File: src/rtl/dafir_pkg.sv
package dafir_pkg;

    // Sequencer phase
    typedef enum logic {
        PH_IDLE = 1'b0,
        PH_RUN  = 1'b1
    } phase_e;

    // Width of one partial term: coefficient width plus growth of the tap sum
    function automatic int term_width(input int taps, input int cw);
        return cw + $clog2(taps);
    endfunction

endpackage

File: src/rtl/dafir_seq.sv
// Bit-slice sequencer: walks the bit positions from the sign bit down to bit 0
module dafir_seq #(
    parameter int SW = 20,
    localparam int BW = $clog2(SW)
) (
    input  logic          clk,
    input  logic          rst_n,
    input  logic          start,
    output logic          acc_en,
    output logic          acc_first,
    output logic          done,
    output logic [BW-1:0] bit_idx
);
    import dafir_pkg::*;

    localparam logic [BW-1:0] LAST = BW'(SW - 1);

    typedef struct packed {
        phase_e        ph;
        logic [BW-1:0] cnt;
        logic          done;
    } seq_t;

    seq_t s_d, s_q;

    always_comb begin
        s_d      = s_q;
        s_d.done = 1'b0;
        if (start) begin
            // a strobe always restarts, even on the last slice
            s_d.ph  = PH_RUN;
            s_d.cnt = '0;
        end else if (s_q.ph == PH_RUN) begin
            if (s_q.cnt == LAST) begin
                s_d.ph   = PH_IDLE;
                s_d.cnt  = '0;
                s_d.done = 1'b1;
            end else begin
                s_d.cnt = s_q.cnt + 1'b1;
            end
        end
    end

    always_ff @(posedge clk or negedge rst_n) begin
        if (!rst_n) begin
            s_q <= '{ph: PH_IDLE, cnt: '0, done: 1'b0};
        end else begin
            s_q <= s_d;
        end
    end

    assign acc_en    = (s_q.ph == PH_RUN) && !start;
    assign acc_first = acc_en && (s_q.cnt == '0);
    assign bit_idx   = LAST - s_q.cnt;
    assign done      = s_q.done;

endmodule

File: src/rtl/dafir_tapline.sv
// Sample delay line; exposes one bit position of every tap
module dafir_tapline #(
    parameter int TAPS = 8,
    parameter int SW   = 20,
    localparam int BW  = $clog2(SW)
) (
    input  logic            clk,
    input  logic            rst_n,
    input  logic            load,
    input  logic [SW-1:0]   sample,
    input  logic [BW-1:0]   bit_idx,
    output logic [TAPS-1:0] slice
);

    typedef struct packed {
        logic [TAPS-1:0][SW-1:0] tap;
    } line_t;

    line_t t_d, t_q;

    always_comb begin
        t_d = t_q;
        if (load) begin
            t_d.tap[0] = sample;
            for (int i = 1; i < TAPS; i++) begin
                t_d.tap[i] = t_q.tap[i-1];
            end
        end
    end

    always_ff @(posedge clk or negedge rst_n) begin
        if (!rst_n) begin
            t_q <= '0;
        end else begin
            t_q <= t_d;
        end
    end

    for (genvar i = 0; i < TAPS; i++) begin : g_slice
        assign slice[i] = t_q.tap[i][bit_idx];
    end

endmodule

File: src/rtl/dafir_csa_tree.sv
// Gates each coefficient by its tap bit, compresses 3:2 per level, resolves once
module dafir_csa_tree #(
    parameter int TAPS = 8,
    parameter int CW   = 8,
    parameter logic [TAPS*CW-1:0] COEF = '0,
    localparam int PW  = dafir_pkg::term_width(TAPS, CW)
) (
    input  logic [TAPS-1:0] slice,
    output logic [PW-1:0]   partial
);

    logic [PW-1:0] gated [TAPS];

    for (genvar i = 0; i < TAPS; i++) begin : g_gate
        assign gated[i] = slice[i] ? {{(PW-CW){1'b0}}, COEF[i*CW +: CW]} : '0;
    end

    logic [PW-1:0] sum_vec;
    logic [PW-1:0] car_vec;

    // Level-by-level reduction: every full group of three operands becomes a
    // sum and a shifted carry, and leftovers pass to the next level unchanged.
    // Truncating carries out of PW bits is exact, since the true total fits.
    always_comb begin
        logic [PW-1:0] cur [TAPS];
        logic [PW-1:0] nxt [TAPS];
        int            n;
        int            m;
        for (int k = 0; k < TAPS; k++) begin
            cur[k] = gated[k];
            nxt[k] = '0;
        end
        n = TAPS;
        m = 0;
        for (int lvl = 0; lvl < TAPS; lvl++) begin
            if (n > 2) begin
                for (int k = 0; k < TAPS; k++) begin
                    nxt[k] = '0;
                end
                m = 0;
                for (int g = 0; g < TAPS / 3; g++) begin
                    if (3 * g + 2 < n) begin
                        nxt[m]     = cur[3*g] ^ cur[3*g+1] ^ cur[3*g+2];
                        nxt[m + 1] = ((cur[3*g] & cur[3*g+1]) |
                                      (cur[3*g] & cur[3*g+2]) |
                                      (cur[3*g+1] & cur[3*g+2])) << 1;
                        m = m + 2;
                    end
                end
                for (int k = 0; k < TAPS; k++) begin
                    if ((k >= (n / 3) * 3) && (k < n)) begin
                        nxt[m] = cur[k];
                        m = m + 1;
                    end
                end
                for (int k = 0; k < TAPS; k++) begin
                    cur[k] = nxt[k];
                end
                n = m;
            end
        end
        sum_vec = cur[0];
        car_vec = (n > 1) ? cur[1] : '0;
    end

    // single carry-propagate stage
    assign partial = sum_vec + car_vec;

endmodule

File: src/rtl/dafir_shiftacc.sv
// MSB-first accumulator: doubles, then subtracts the sign slice or adds the others
module dafir_shiftacc #(
    parameter int AW = 31,
    parameter int PW = 11
) (
    input  logic          clk,
    input  logic          rst_n,
    input  logic          clr,
    input  logic          en,
    input  logic          first,
    input  logic [PW-1:0] partial,
    output logic [AW-1:0] acc
);

    typedef struct packed {
        logic [AW-1:0] val;
    } acc_t;

    acc_t a_d, a_q;
    logic [AW-1:0] term_ext;

    assign term_ext = {{(AW-PW){1'b0}}, partial};

    always_comb begin
        a_d = a_q;
        if (clr) begin
            a_d.val = '0;
        end else if (en) begin
            if (first) begin
                a_d.val = (a_q.val << 1) - term_ext;
            end else begin
                a_d.val = (a_q.val << 1) + term_ext;
            end
        end
    end

    always_ff @(posedge clk or negedge rst_n) begin
        if (!rst_n) begin
            a_q <= '0;
        end else begin
            a_q <= a_d;
        end
    end

    assign acc = a_q.val;

endmodule

File: src/rtl/dafir_fir.sv
module dafir_fir #(
    parameter int TAPS = 8,
    parameter int CW   = 8,
    parameter int SW   = 20,
    parameter logic [TAPS*CW-1:0] COEF = {8'd99, 8'd1, 8'd200, 8'd0,
                                          8'd17, 8'd128, 8'd255, 8'd3},
    localparam int PW  = dafir_pkg::term_width(TAPS, CW),
    localparam int AW  = SW + PW
) (
    input  logic          clk,
    input  logic          rst_n,
    input  logic          smp_stb,
    input  logic [SW-1:0] smp_in,
    output logic [AW-1:0] res_out,
    output logic          res_vld
);

    localparam int BW = $clog2(SW);

    logic          acc_en;
    logic          acc_first;
    logic [BW-1:0] bit_idx;
    logic [TAPS-1:0] slice;
    logic [PW-1:0] partial;

    dafir_seq #(.SW(SW)) u_seq (
        .clk       (clk),
        .rst_n     (rst_n),
        .start     (smp_stb),
        .acc_en    (acc_en),
        .acc_first (acc_first),
        .done      (res_vld),
        .bit_idx   (bit_idx)
    );

    dafir_tapline #(.TAPS(TAPS), .SW(SW)) u_taps (
        .clk     (clk),
        .rst_n   (rst_n),
        .load    (smp_stb),
        .sample  (smp_in),
        .bit_idx (bit_idx),
        .slice   (slice)
    );

    dafir_csa_tree #(.TAPS(TAPS), .CW(CW), .COEF(COEF)) u_tree (
        .slice   (slice),
        .partial (partial)
    );

    dafir_shiftacc #(.AW(AW), .PW(PW)) u_acc (
        .clk     (clk),
        .rst_n   (rst_n),
        .clr     (smp_stb),
        .en      (acc_en),
        .first   (acc_first),
        .partial (partial),
        .acc     (res_out)
    );

endmodule

File: config.mk
export PLATFORM = sky130hd
export DESIGN_NAME = dafir_fir
export DESIGN_NICKNAME = d
export VERILOG_FILES = /design/src/rtl/dafir_pkg.sv /design/src/rtl/dafir_seq.sv /design/src/rtl/dafir_tapline.sv /design/src/rtl/dafir_csa_tree.sv /design/src/rtl/dafir_shiftacc.sv /design/src/rtl/dafir_fir.sv
export SDC_FILE = /design/constraint.sdc
export NUM_CORES = 1
export LEC_CHECK = 0
export ABC_CLOCK_PERIOD_IN_PS = 9500
export CAP_MARGIN = 20
export CORE_MARGIN = 2
export CORE_UTILIZATION = 40
export CTS_BUF_LIST = sky130_fd_sc_hd__clkbuf_16
export DETAILED_ROUTE_END_ITERATION = 7
export DONT_BUFFER_PORTS = 1
export MAX_ROUTING_LAYER = met4
export PLACE_DENSITY = 0.63
export SETUP_SLACK_MARGIN = 0.02
export SLEW_MARGIN = 20
export SYNTH_ARGS = -nofsm -noshare
export SYNTH_HDL_FRONTEND = slang
export SYNTH_SLANG_ARGS = --single-unit
File: constraint.sdc
create_clock -name clk -period 9.5 [get_ports clk]
set_input_delay 1.9 -clock clk [delete_from_list [all_inputs] [get_ports clk]]
set_output_delay 1.9 -clock clk [all_outputs]
set_load 0.02 [all_outputs]
==> results.md <==
- Status: finished clean
- Syn Nets: 1,050
- Routed via count: 7,417
- Post-Syn Area: 11,300 sq um
- # fillers: 2,626
- Mapped Cells: 961
- DRT Wirelength: 24.2 mm
- Vias in the first global route: 7,477
- DRT Pass-1 Iters: 5
- Worst Hold Path Cells: 1
- Reg2Reg Depth: 29
- Max Root-Sink Buffers: 2
- Number of top-level pins: 55
- Worst hold start: u_taps.t_q[96]$_DFFE_PN0P_
- Synth top area cells: dfrtp_1, mux2_2, mux4_2
- Relative slew slack: 35.6%
- Max stage delay on crit path: 0.91 ns
- Setup bufs post-CTS: 0
- Placed cells: 1,285
- Worst Setup End Kind: register
- Pre-CTS setup slack: 1.41 ns
- First-iteration detailed-routing DRC count: 723
- FF-to-FF setup slack: 1.52 ns
- Port Buffers: 0
- Slew Limit Fails: 0
- Synth cell types: 65
- Number of hold buffers added after CTS: 0
- Seq cells post-synth: 198
- Max Fanout on Critical Path: 26
- First-pass GRT wire length: 40.5 mm
- Most used DFF post-synth: dfrtp_1
- Final hold violations: 0
- Syn_area_per_cell: 11.7 sq um
- Asr flop ratio synth: 100%
- Vert. Die Dim: 172 microns
- Critical path origin: u_seq.s_q[1]$_DFFE_PN0P_
- Num CTS Buffers: 17
- Post-synthesis sequential area ratio: 43.9%
- Routed wire per std cell: 18.4 microns
- Max-cap violations: 0
- Layout cell share with drive strength beyond 1: 26.4%
- Data arrival, critical path: 8.33 ns
- Clock root buffer: clkbuf_16
- Initial antenna violation count: 0
- Via density: 5.63
- # rows: 61
- Setup WS post-layout: 1.52 ns
- Setup violators final: 0
- Total Power: 4360 uW
- CP max-delay cell: dfrtp_2
- Synthesis-to-finish area growth: 8.14%
- Core Region: 27,800 sq um
- Final Wtd Congestion: 0.885
- Yosys top cell area share: 43.9%
- Post-route clock period utilization: 84.0%
- Largest net degree at the start of global routing: 199
- Post-synth top area cell: dfrtp_1
- Startpoint Class: register
- Max frequency: 125 MHz
- Leak: 0.00527 uW
- Worst Setup Path Type: reg -> reg
- Final Skew: 0.0156 ns
- RSZ-0062 raised after global routing: false
- CTS H-tree depth: 4
- Design Area, Final: 12,200 sq um
- Register area: 4960 sq um
- Routed Antenna Nets: 0
- CTS tree: built
- Worst Max-Slew Pin Slew: 0.960 ns
- Setup_tns: 0 ns
- RR Startpoint: u_seq.s_q[1]$_DFFE_PN0P_
- Minimum clock period: 7.98 ns
- # DRC: 0
- CTS Sinks: 198
- Worst Hold Class: reg -> reg
- Die Wd: 172 microns
- Count of flip-flops with a built-in enable after synthesis: 0
- Post-route insts no fill: 1,317
- Initial core utilization: 40.6%
- PwrDens: 357 nW/um^2
- Peak supply drop: 0.199 mV
- CP required: 9.85 ns
- Worst-Skew Late Latency: 0.45 ns
- Fin nets: 1,015
- Antenna cells: 0
- Area after DPL: 11,600 sq um
- Post-CTS sizing: 0
- Multi-input gate area: 5920 sq um
- Synthesis Warnings: 0
- GRT overflow: 0
- All-Layer GR Usage: 17.8%
- DIE AREA: 29,600 sq um
- Clock slew at reported path FFs: 0.08 ns
- Post-DP HPWL: 16.0 mm
## final timing paths
check,to
max,u_acc.acc[28]$_DFFE_PN0P_
max reg2reg,u_acc.acc[28]$_DFFE_PN0P_
max in group asynchronous,u_seq.s_q[1]$_DFFE_PN0P_
min in group asynchronous,u_acc.acc[7]$_DFFE_PN0P_
min reg2reg,u_taps.t_q[116]$_DFFE_PN0P_
min,u_taps.t_q[116]$_DFFE_PN0P_
## cells in the final DEF, fill, tap and decap left out, types with 3 or more instances in the layout
cell and instances:
a211o_1 4, a211oi_1 18, a21boi_0 3, a21o_1 11
a21oi_1 26, a311oi_1 3, a31oi_1 13, and3_1 9
buf_4 8, clkbuf_16 17, clkinv_4 3, clkinv_8 4
dfrtp_1 196, fa_1 8, ha_1 58, inv_1 46
inv_12 3, inv_8 3, mux2_2 160, mux2i_1 19
mux4_2 35, nand2_1 36, nand2b_1 5, nand3_1 24
nand4_1 7, nor2_1 56, nor2b_1 6, nor3_1 18
nor4_1 9, o21a_1 3, o21ai_0 34, o21bai_1 6
o22ai_1 3, o31ai_1 5, or3_1 8, xnor2_1 18
xor2_1 10
## cell usage after synthesis (9+ instances only)
master,count
nand2_1,36
o21ai_0,34
a31oi_1,13
a21o_1,11
clkbuf_1,56
nor2_1,56
ha_1,58
and3_1,9
nor4_1,9
nor3_1,18
dfrtp_1,198
xor2_1,10
inv_1,46
a211oi_1,18
a21oi_1,26
xnor2_1,18
mux4_2,35
mux2_2,160
mux2i_1,19
nand3_1,24
## flip-flops by register name, indices dropped and copies added (netlist names)
name	cells
u_taps.t_q	160
u_acc.acc	31
u_seq.s_q	6
u_seq.done	1
## cells by family after synthesis
kind of cell    after synthesis  share of synthesized area [%]
buf+inv                     109                           3.67
simple gates                195                           8.61
flops                       198                           43.9
fa+ha+maj                    66                           7.86
mux                         214                           24.7
compound gates              151                           9.10
xor+xnor                     28                           2.17
## critical path: cells and delay by family, from the launching register on
kind / cells / cell delay, ns
DFF: 1 / 0.91
xor gates and xnor gates: 1 / 0.12
muxes: 2 / 0.65
and+or+nand+nor: 3 / 0.86
adders and majority gates: 7 / 2.19
AOI/OAI and AO/OA: 11 / 2.59
buffers and inverters: 5 / 0.57
## power breakdown
| group | switching [uW] | total, uW | internal, uW |
|---|---|---|---|
| combinational | 1230 | 2240 | 1020 |
| sequential | 284 | 1360 | 1070 |
| clock | 395 | 758 | 362 |
## through the flow
step           hold WS, ns  util (%)
2_1_floorplan        0.475         -
3_3_place_gp         0.482      41.7
3_5_place_dp         0.491      41.7
4_1_cts              0.502      43.9
5_1_grt              0.525      43.9
6_report             0.498      43.9
## cell type report
cell class / count / share of cell area, %
clock inverters: 15 / 1.54
well taps: 378 / 3.88
inverters: 47 / 1.45
clock buffers: 17 / 3.49
multi-input cells: 654 / 48.5
flip-flops and latches: 198 / 40.6
repair buffers: 8 / 0.492
## routing by layer
| metal | track usage, % | vias to the layer above | share of wire (%) |
|---|---|---|---|
| met5 | - | - | 0 |
| met4 | 4.75 | 0 | 1.5 |
| met3 | 3.66 | 32 | 5.1 |
| met2 | 27.0 | 211 | 46 |
| met1 | 24.5 | 3732 | 47 |
| li1 | - | 3442 | - |
Note: power is estimated with default switching activity, not from simulation.
